===== src/rtl/chain_port_pkg.sv =====
package chain_port_pkg;
  typedef enum logic [1:0] {
    ST_IDLE = 2'd0,
    ST_CONV = 2'd1,
    ST_READ = 2'd2
  } port_state_t;
endpackage


===== src/rtl/bus_sync.sv =====
module bus_sync #(
  parameter int N      = 3,
  parameter int STAGES = 2
) (
  input  logic         clk,
  input  logic         rst,
  input  logic [N-1:0] async_i,
  output logic [N-1:0] sync_o
);
  for (genvar b = 0; b < N; b++) begin : g_bit
    logic [STAGES-1:0] chain_q;
    always_ff @(posedge clk) begin
      if (rst) chain_q <= '0;
      else     chain_q <= {chain_q[STAGES-2:0], async_i[b]};
    end
    assign sync_o[b] = chain_q[STAGES-1];
  end
endmodule


===== src/rtl/conv_timer.sv =====
module conv_timer #(
  parameter int CYCLES = 20
) (
  input  logic clk,
  input  logic rst,
  input  logic start_i,
  input  logic abort_i,
  output logic done_o
);
  localparam int CW = $clog2(CYCLES + 1);

  logic [CW-1:0] cnt_q;
  logic          run_q;

  always_ff @(posedge clk) begin
    if (rst || abort_i) begin
      run_q <= 1'b0;
      cnt_q <= '0;
    end else if (start_i) begin
      run_q <= 1'b1;
      cnt_q <= CW'(CYCLES - 1);
    end else if (run_q) begin
      if (cnt_q == '0) run_q <= 1'b0;
      else             cnt_q <= cnt_q - 1'b1;
    end
  end

  assign done_o = run_q && (cnt_q == '0);

  // a start loads the full conversion length
  p_start_loads_r5: assert property (@(posedge clk) disable iff (rst)
    (start_i && !abort_i) |=> (run_q && cnt_q == CW'(CYCLES - 1)));
  // completion is a single-cycle pulse
  p_done_single_r5: assert property (@(posedge clk) disable iff (rst)
    (done_o && !start_i) |=> !done_o);
endmodule


===== src/rtl/chain_shreg.sv =====
module chain_shreg #(
  parameter int W = 16
) (
  input  logic         clk,
  input  logic         rst,
  input  logic         clr_i,
  input  logic         load_i,
  input  logic         shift_i,
  input  logic [W-1:0] data_i,
  input  logic         ser_i,
  output logic         msb_o
);
  logic [W-1:0] reg_q;

  always_ff @(posedge clk) begin
    if (rst || clr_i)  reg_q <= '0;
    else if (load_i)   reg_q <= data_i;
    else if (shift_i)  reg_q <= {reg_q[W-2:0], ser_i};
  end

  assign msb_o = reg_q[W-1];

  // without a command the output bit holds
  p_hold_r6: assert property (@(posedge clk) disable iff (rst)
    (!clr_i && !load_i && !shift_i) |=> $stable(msb_o));
  // a shift presents the neighbouring bit
  p_shift_next_r8: assert property (@(posedge clk) disable iff (rst)
    (shift_i && !clr_i && !load_i) |=> (msb_o == $past(reg_q[W-2])));
endmodule


===== src/rtl/chain_adc_port.sv =====
module chain_adc_port
  import chain_port_pkg::*;
#(
  parameter int W           = 16,
  parameter int CONV_CYCLES = 20,
  parameter int SYNC_STAGES = 2
) (
  input  logic         clk,
  input  logic         rst,
  input  logic         cnv_i,
  input  logic         sck_i,
  input  logic         sdi_i,
  input  logic [W-1:0] sample_i,
  output logic         sdo_o
);
  logic [2:0]  sync_w;
  logic        cnv_s, sck_s, sdi_s;
  logic        cnv_d, sck_d;
  logic        cnv_rise, sck_fall;
  logic        tmr_start, tmr_abort, tmr_done;
  logic        sh_clr, sh_load, sh_shift;
  port_state_t state_q, state_n;

  bus_sync #(.N(3), .STAGES(SYNC_STAGES)) u_sync (
    .clk     (clk),
    .rst     (rst),
    .async_i ({sdi_i, sck_i, cnv_i}),
    .sync_o  (sync_w)
  );

  assign cnv_s = sync_w[0];
  assign sck_s = sync_w[1];
  assign sdi_s = sync_w[2];

  always_ff @(posedge clk) begin
    if (rst) begin
      cnv_d <= 1'b0;
      sck_d <= 1'b0;
    end else begin
      cnv_d <= cnv_s;
      sck_d <= sck_s;
    end
  end

  assign cnv_rise = cnv_s && !cnv_d;
  assign sck_fall = !sck_s && sck_d;

  always_comb begin
    state_n   = state_q;
    tmr_start = 1'b0;
    tmr_abort = 1'b0;
    sh_clr    = 1'b0;
    sh_load   = 1'b0;
    sh_shift  = 1'b0;
    if (!cnv_s) begin
      state_n   = ST_IDLE;
      tmr_abort = 1'b1;
      sh_clr    = 1'b1;
    end else if (cnv_rise) begin
      sh_clr = 1'b1;
      if (!sck_s) begin
        state_n   = ST_CONV;
        tmr_start = 1'b1;
      end else begin
        state_n   = ST_IDLE;
        tmr_abort = 1'b1;
      end
    end else begin
      case (state_q)
        ST_CONV: if (tmr_done) begin
          sh_load = 1'b1;
          state_n = ST_READ;
        end
        ST_READ: sh_shift = sck_fall;
        default: ;
      endcase
    end
  end

  always_ff @(posedge clk) begin
    if (rst) state_q <= ST_IDLE;
    else     state_q <= state_n;
  end

  conv_timer #(.CYCLES(CONV_CYCLES)) u_timer (
    .clk     (clk),
    .rst     (rst),
    .start_i (tmr_start),
    .abort_i (tmr_abort),
    .done_o  (tmr_done)
  );

  chain_shreg #(.W(W)) u_shreg (
    .clk     (clk),
    .rst     (rst),
    .clr_i   (sh_clr),
    .load_i  (sh_load),
    .shift_i (sh_shift),
    .data_i  (sample_i),
    .ser_i   (sdi_s),
    .msb_o   (sdo_o)
  );

  // a low strobe forces the line low on the next cycle
  p_cnv_low_quiet_r2: assert property (@(posedge clk) disable iff (rst)
    !cnv_s |=> !sdo_o);
  // strobe edge with the serial clock high starts nothing
  p_no_start_sck_high_r3: assert property (@(posedge clk) disable iff (rst)
    (state_q == ST_IDLE && cnv_rise && sck_s) |=> (state_q == ST_IDLE));
  // line stays low during conversion
  p_quiet_conv_r4: assert property (@(posedge clk) disable iff (rst)
    (state_q == ST_CONV) |-> !sdo_o);
  // completion puts the sample MSB on the line
  p_msb_on_done_r5: assert property (@(posedge clk) disable iff (rst)
    (state_q == ST_CONV && tmr_done && cnv_s && !cnv_rise)
      |=> (state_q == ST_READ && sdo_o == $past(sample_i[W-1])));
endmodule


===== config.mk =====
export PLATFORM = sky130hd
export DESIGN_NAME = chain_adc_port
export DESIGN_NICKNAME = d
export VERILOG_FILES = /design/src/rtl/chain_port_pkg.sv /design/src/rtl/bus_sync.sv /design/src/rtl/conv_timer.sv /design/src/rtl/chain_shreg.sv /design/src/rtl/chain_adc_port.sv
export SDC_FILE = /design/constraint.sdc
export NUM_CORES = 1
export LEC_CHECK = 0
export ABC_AREA = 1
export BUFFER_PORTS_ARGS = -buffer_cell sky130_fd_sc_hd__buf_2
export CORE_MARGIN = 2
export CORE_UTILIZATION = 45
export DETAILED_ROUTE_END_ITERATION = 12
export HOLD_SLACK_MARGIN = 0.06
export PLACE_DENSITY_LB_ADDON = 0.1
export REMOVE_ABC_BUFFERS = 1
export SETUP_SLACK_MARGIN = 0.3
export SLEW_MARGIN = 20
export SYNTH_ARGS = -nofsm -noshare
export SYNTH_HDL_FRONTEND = slang
export SYNTH_SLANG_ARGS = --single-unit

===== constraint.sdc =====
create_clock -name clk -period 1.4 [get_ports clk]
set_input_delay 0.42 -clock clk [delete_from_list [all_inputs] [get_ports clk]]
set_output_delay 0.42 -clock clk [all_outputs]
set_load 0.02 [all_outputs]

* Word level (Yosys, flattened, before mapping)
Index checks and enable logic that the tools add are counted.
Word-level totals: register bits after elaboration 32, bits of input ports 21, output and inout bits 1
Cells by class: $add $sub $neg 1, equality and inequality tests 3, muxes and demuxes 27, bitwise gates (word level) 2, reductions and logical operators 17
Operator list (number):
- 16-bit two-way mux | 2
- 1-bit two-way mux | 19
- 5-bit two-way mux | 3
- 2-bit nonzero test | 4
- 2-bit two-way mux | 3
- 2-bit AND reduction | 3
- 5-bit zero test | 1
- 5-bit by 1-bit subtractor with 5-bit output (second input constant) | 1
- 2-bit OR reduction | 2
- 1-bit logical AND | 3
- 2-bit by 1-bit equality test with 1-bit output (second input constant) | 1
- 2-bit equality test (second input constant) | 1
- 1-bit zero test | 2
- 1-bit logical OR | 2
- 2-bit inequality test (second input constant) | 1
- 1-bit NOT | 2

* Longest topological paths before layout
word-level depth 7, depth in mapped cells 9, depth with buffers taken out 8

* Modules after synthesis
A second synthesis with hierarchy kept.
Second synthesis, totals: cells, all modules 212, area, all modules 1507.7 µm²
By module, submodules not included:
- chain_shreg | times used 1, cells each 123, area each 818.3 µm², sequential area each 320.3 µm²
- conv_timer | times used 1, cells each 44, area each 320.3 µm², sequential area each 120.1 µm²
- bus_sync | times used 1, cells each 21, area each 187.7 µm², sequential area each 120.1 µm²
- chain_adc_port | times used 1, cells each 24, area each 181.4 µm², sequential area each 80.1 µm²

* Worst setup path after synthesis
Ideal clock, no wire load.
path type reg-to-reg, from register u_timer.cnt_q[0], to register u_shreg.reg_q[6], library setup time 120 ps, data arrival time 1262 ps, required time 1280 ps, path slack 17 ps, cell stages (with the launch flop) 9, period minus slack after synthesis 1383 ps, path through dfxtp_1 inv_1 ha_1 nand3_2 nor2_4 nand2_4 clkbuf_1 nand3_1 a21oi_1
On the way: word-level cells in the longest chain between the ends 7
RTL lines:
- start, declared | line conv_timer.sv:12 | logic [CW-1:0] cnt_q;
- start signal, assigned | line conv_timer.sv:21 | cnt_q <= CW'(CYCLES - 1);
- start signal, assigned | line conv_timer.sv:24 | else cnt_q <= cnt_q - 1'b1;
- 5-bit zero test (*) | line conv_timer.sv:28 | assign done_o = run_q && (cnt_q == '0);
- 1-bit logical AND (*) | line conv_timer.sv:28
- 1-bit two-way mux (*) | line chain_adc_port.sv:70 | ST_CONV: if (tmr_done) begin
- 1-bit two-way mux (*) | line chain_adc_port.sv:69 | case (state_q)
- 1-bit two-way mux (*) | line chain_adc_port.sv:59 | end else if (cnv_rise) begin
- 1-bit two-way mux (*) | line chain_adc_port.sv:55 | if (!cnv_s) begin
- 16-bit two-way mux or 2-bit nonzero test (tied branches)
- end signal, assigned | line chain_shreg.sv:17 | else if (load_i) reg_q <= data_i;
- end signal, assigned | line chain_shreg.sv:18 | else if (shift_i) reg_q <= {reg_q[W-2:0], ser_i};
- end, declared | line chain_shreg.sv:13 | logic [W-1:0] reg_q;
Mark *: on every way between the ends. The rest lies on a longest branch, timed or not. A chain may end at the register's enable or synchronous reset.

* Final worst setup path
from register u_timer.cnt_q[0], to register u_shreg.reg_q[10]
Same word-level chain as after synthesis.

==> insert_results.sql <==
INSERT INTO impl_metrics (metric_group, metric, value, unit) VALUES
('sta', 'finalHoldViolCount', '0', ''),
('place', 'post_dp_cell_area', '1740', 'µm²'),
('yosys', 'dominant_register_cell_in_the_synthesized_netlist', 'dfxtp_1', ''),
('drt', 'first_drt_iteration_drcs', '122', ''),
('drt', 'route.detailed.wl_per_inst', '11.7', 'µm'),
('cts', 'cts-root-buf', 'clkbuf_4', ''),
('drt', 'detailedRoute.firstPassIterationCount', '5', ''),
('global_routing', 'grt_use_total', '18.8', '%'),
('die', 'fp.dieH', '62.4', 'µm'),
('sta', 'relSlewSlack', '73.9', '%'),
('yosys', 'synth_cell_types', '25', ''),
('worst_setup_path', 'end_kind', 'register', ''),
('global_routing', 'grt_max_degree', '23', ''),
('worst_setup_path', 'crit-reg2reg-launch', 'u_timer.cnt_q[0]', ''),
('die', 'initial_utilization', '46.3', '%'),
('global_routing', 'global_route_wire_length_before_repair', '5910', 'µm'),
('place', 'hpwlAfterDp', '2020', 'µm'),
('worst_setup_path', 'timing.critical_path.to', 'u_shreg.reg_q[10]', ''),
('cells_and_area', 'area.growth.synth_to_final', '39.8', '%'),
('cts', 'max-clock-path-buffers', '2', ''),
('yosys', 'synth_area_leader_cell', 'dfxtp_1', ''),
('yosys', 'synthesis.area_per_instance', '7.04', 'µm²'),
('global_routing', 'grt_antenna_before_repair', '0', ''),
('worst_setup_path', 'reg2regPathDepth', '9', ''),
('worst_setup_path', 'rrSetupSlack', '0.08', 'ns'),
('sta', 'period_share', '94.5', '%'),
('worst_setup_path', 'reg2reg_to', 'u_shreg.reg_q[10]', ''),
('sta', 'setup_repair_after_global_routing_missed_its_margin', 'true', ''),
('yosys', 'yosys_warnings', '0', ''),
('pwr', 'areal_power_density_over_the_cells', '833', 'nW/µm²'),
('yosys', 'synth.top_cell.area_share', '41.8', '%'),
('sta', 'final-max-slew-violation-count', '0', ''),
('sta', 'clock-skew-final', '0.00986', 'ns'),
('die', 'num_rows', '21', ''),
('cells_and_area', 'post_route_cells_drive_above_1_share', '36.2', '%'),
('global_routing', 'global_route.overflow_total', '0', ''),
('worst_setup_path', 'worstPathCellList', 'inv_2 -> ha_4 -> nand3_4 -> nor2_4 -> buf_6 -> buf_8 -> nand3_2 -> nand2_2 -> a21oi_2', ''),
('die', 'chipWidth', '62.4', 'µm'),
('drt', 'antenna_left', '0', ''),
('yosys', 'synth_cells', '218', ''),
('sta', 'maxClockFrequency', '756', 'MHz'),
('worst_setup_path', 'start_kind', 'register', ''),
('yosys', 'synth.cells.most_frequent', 'nand2_1 (42), nand3_1 (36), dfxtp_1 (32), inv_1 (32), a21oi_1 (21)', ''),
('cells_and_area', 'utilization', '64.8', '%'),
('sta', 'setup_viol', '0', ''),
('drt', 'routed_via_density', '5.04', ''),
('cells_and_area', 'layout.nets', '281', ''),
('yosys', 'synth-seq-cells', '32', ''),
('yosys', 'netlist_area', '1530', 'µm²'),
('sta', 'max_slew.worst_pin.slew', '0.388', 'ns'),
('drt', 'finalWirelength', '3570', 'µm'),
('sta', 'finalHoldWorstSlack', '0.282', 'ns'),
('cts', 'clock_sink_count', '32', ''),
('worst_setup_path', 'cp_slowest_cell', 'dfxtp_2', ''),
('yosys', 'yosys-top-cells-area', 'dfxtp_1 (42%), nand3_1 (12%), nand2_1 (10%)', ''),
('cts', 'clk_pin_slew', '0.10', 'ns'),
('global_routing', 'first_global_vias', '1332', ''),
('run_status', 'status', 'complete, no violations', ''),
('flow_run', 'drv.max_cap_violation_count', '0', ''),
('worst_setup_path', 'critPathArrivalTime', '1.56', 'ns'),
('die', 'fp.coreArea', '3310', 'µm²'),
('yosys', 'post-synth-top-count-cell', 'nand2_1', ''),
('worst_setup_path', 'critPathLaunch', 'u_timer.cnt_q[0]', ''),
('yosys', 'synth_enable_flop_cells', '0', ''),
('worst_setup_path', 'crit_type', 'register to register', ''),
('pwr', 'p_leak', '0.898', 'nW'),
('cells_and_area', 'final_std_cell_area_no_fill', '2140', 'µm²'),
('worst_setup_path', 'timing.critical_path.slowest_cell_delay', '0.33', 'ns'),
('drt', 'drt_drc_violations_left', '0', ''),
('die', 'design.die.area', '3890', 'µm²'),
('drt', 'detailroute.via_count', '1541', '');
[worst min path at each step]
stage                                 end  slack (ns)  depth (start not counted)
2_1_floorplan  u_sync.g_bit[0].chain_q[1]        0.39                          2
3_3_place_gp   u_sync.g_bit[2].chain_q[1]        0.39                          2
3_5_place_dp   u_sync.g_bit[2].chain_q[1]        0.40                          2
4_1_cts        u_sync.g_bit[1].chain_q[0]        0.28                          3
5_1_grt                             cnv_d        0.27                          2
6_report                            cnv_d        0.28                          2
[cell usage in the layout (no fill, tap or decap), drive strengths merged]
cell type,n
nand2,46
buf,44
nand3,37
dfxtp,32
inv,32
a21oi,21
nand4,16
nor2,12
clkbuf,7
o21ai,3
clkinv,2
a31oi,1
nand3b,1
a21boi,1
nor3,1
nor3b,1
xnor2,1
ha,1
bufinv,1
[cells by family after synthesis]
logic type | count (synthesis) | synth area share (%)
buffers and inverters | 46 | 12.7
flip-flops | 32 | 41.8
XOR/XNOR | 1 | 0.571
AO/OA/AOI/OAI | 26 | 8.73
adder cells (fa/ha/maj) | 1 | 0.816
AND/OR/NAND/NOR | 112 | 35.4
[power breakdown]
group / internal (W) / switching (W) / leakage (nW)
logic: 0.0000363 / 0.0000390 / 0.586
clock network: 0.000474 / 0.000314 / 0.0515
registers: 0.000920 / 0.00000407 / 0.261
total: 0.00143 / 0.000357 / 0.898
[layer usage]
metal  global-route usage (%)  routed length, µm  vias up
met3                     3.42                161        6
li1                         -                  -      800
met1                     25.0               1610      699
met4                     6.67                 51        0
met2                     30.7               1750       36
met5                        0                  0        -
[sequential cells by signal, summed over array words and instances (netlist names)]
| name | cells |
|---|---|
| u_shreg.reg_q | 16 |
| u_sync.g_bit.chain_q | 6 |
| u_timer.cnt_q | 5 |
| state_q | 2 |
| cnv_d | 1 |
| sck_d | 1 |
| u_timer.run_q | 1 |
[worst max-delay path, delay by kind of cell (launching register included)]
| family | cells | cell delay (ns) |
|---|---|---|
| flops | 1 | 0.33 |
| simple gates | 4 | 0.36 |
| buf+inv | 3 | 0.34 |
| compound gates | 1 | 0.05 |
| fa+ha+maj | 1 | 0.15 |
[final cells by class]
class | instances | area [µm²]
sequential | 32 | 644
inverter | 34 | 133
fill | 306 | 1170
timing repair buffer | 44 | 344
multi-input combinational | 142 | 871
tap | 46 | 57.6
clock inverter | 1 | 30.0
clock buffer | 7 | 65.1
[metrics by stage]
step,total power (W),TNS (ns),cells,worst slack (ns)
2_1_floorplan,0.000973,-2.00,206,-0.125
3_3_place_gp,0.00101,0,285,0.0644
6_report,0.00179,0,306,0.0774
3_5_place_dp,0.00101,0,285,0.0152
5_1_grt,0.00186,-0.00658,306,-0.00298
4_1_cts,0.00180,0,300,0.0819
[repair_timing]
item | 4_1_cts | 5_1_grt
setup buffers | 4 | 6
pin swaps | 11 | 11
gates resized for setup | 22 | 28
hold buffers | 0 | 0
hold endpoints to repair | 0 | 0
gates cloned | 3 | 0
endpoints found under the setup margin | 23 | 25
(Power assumes the default switching activity.)
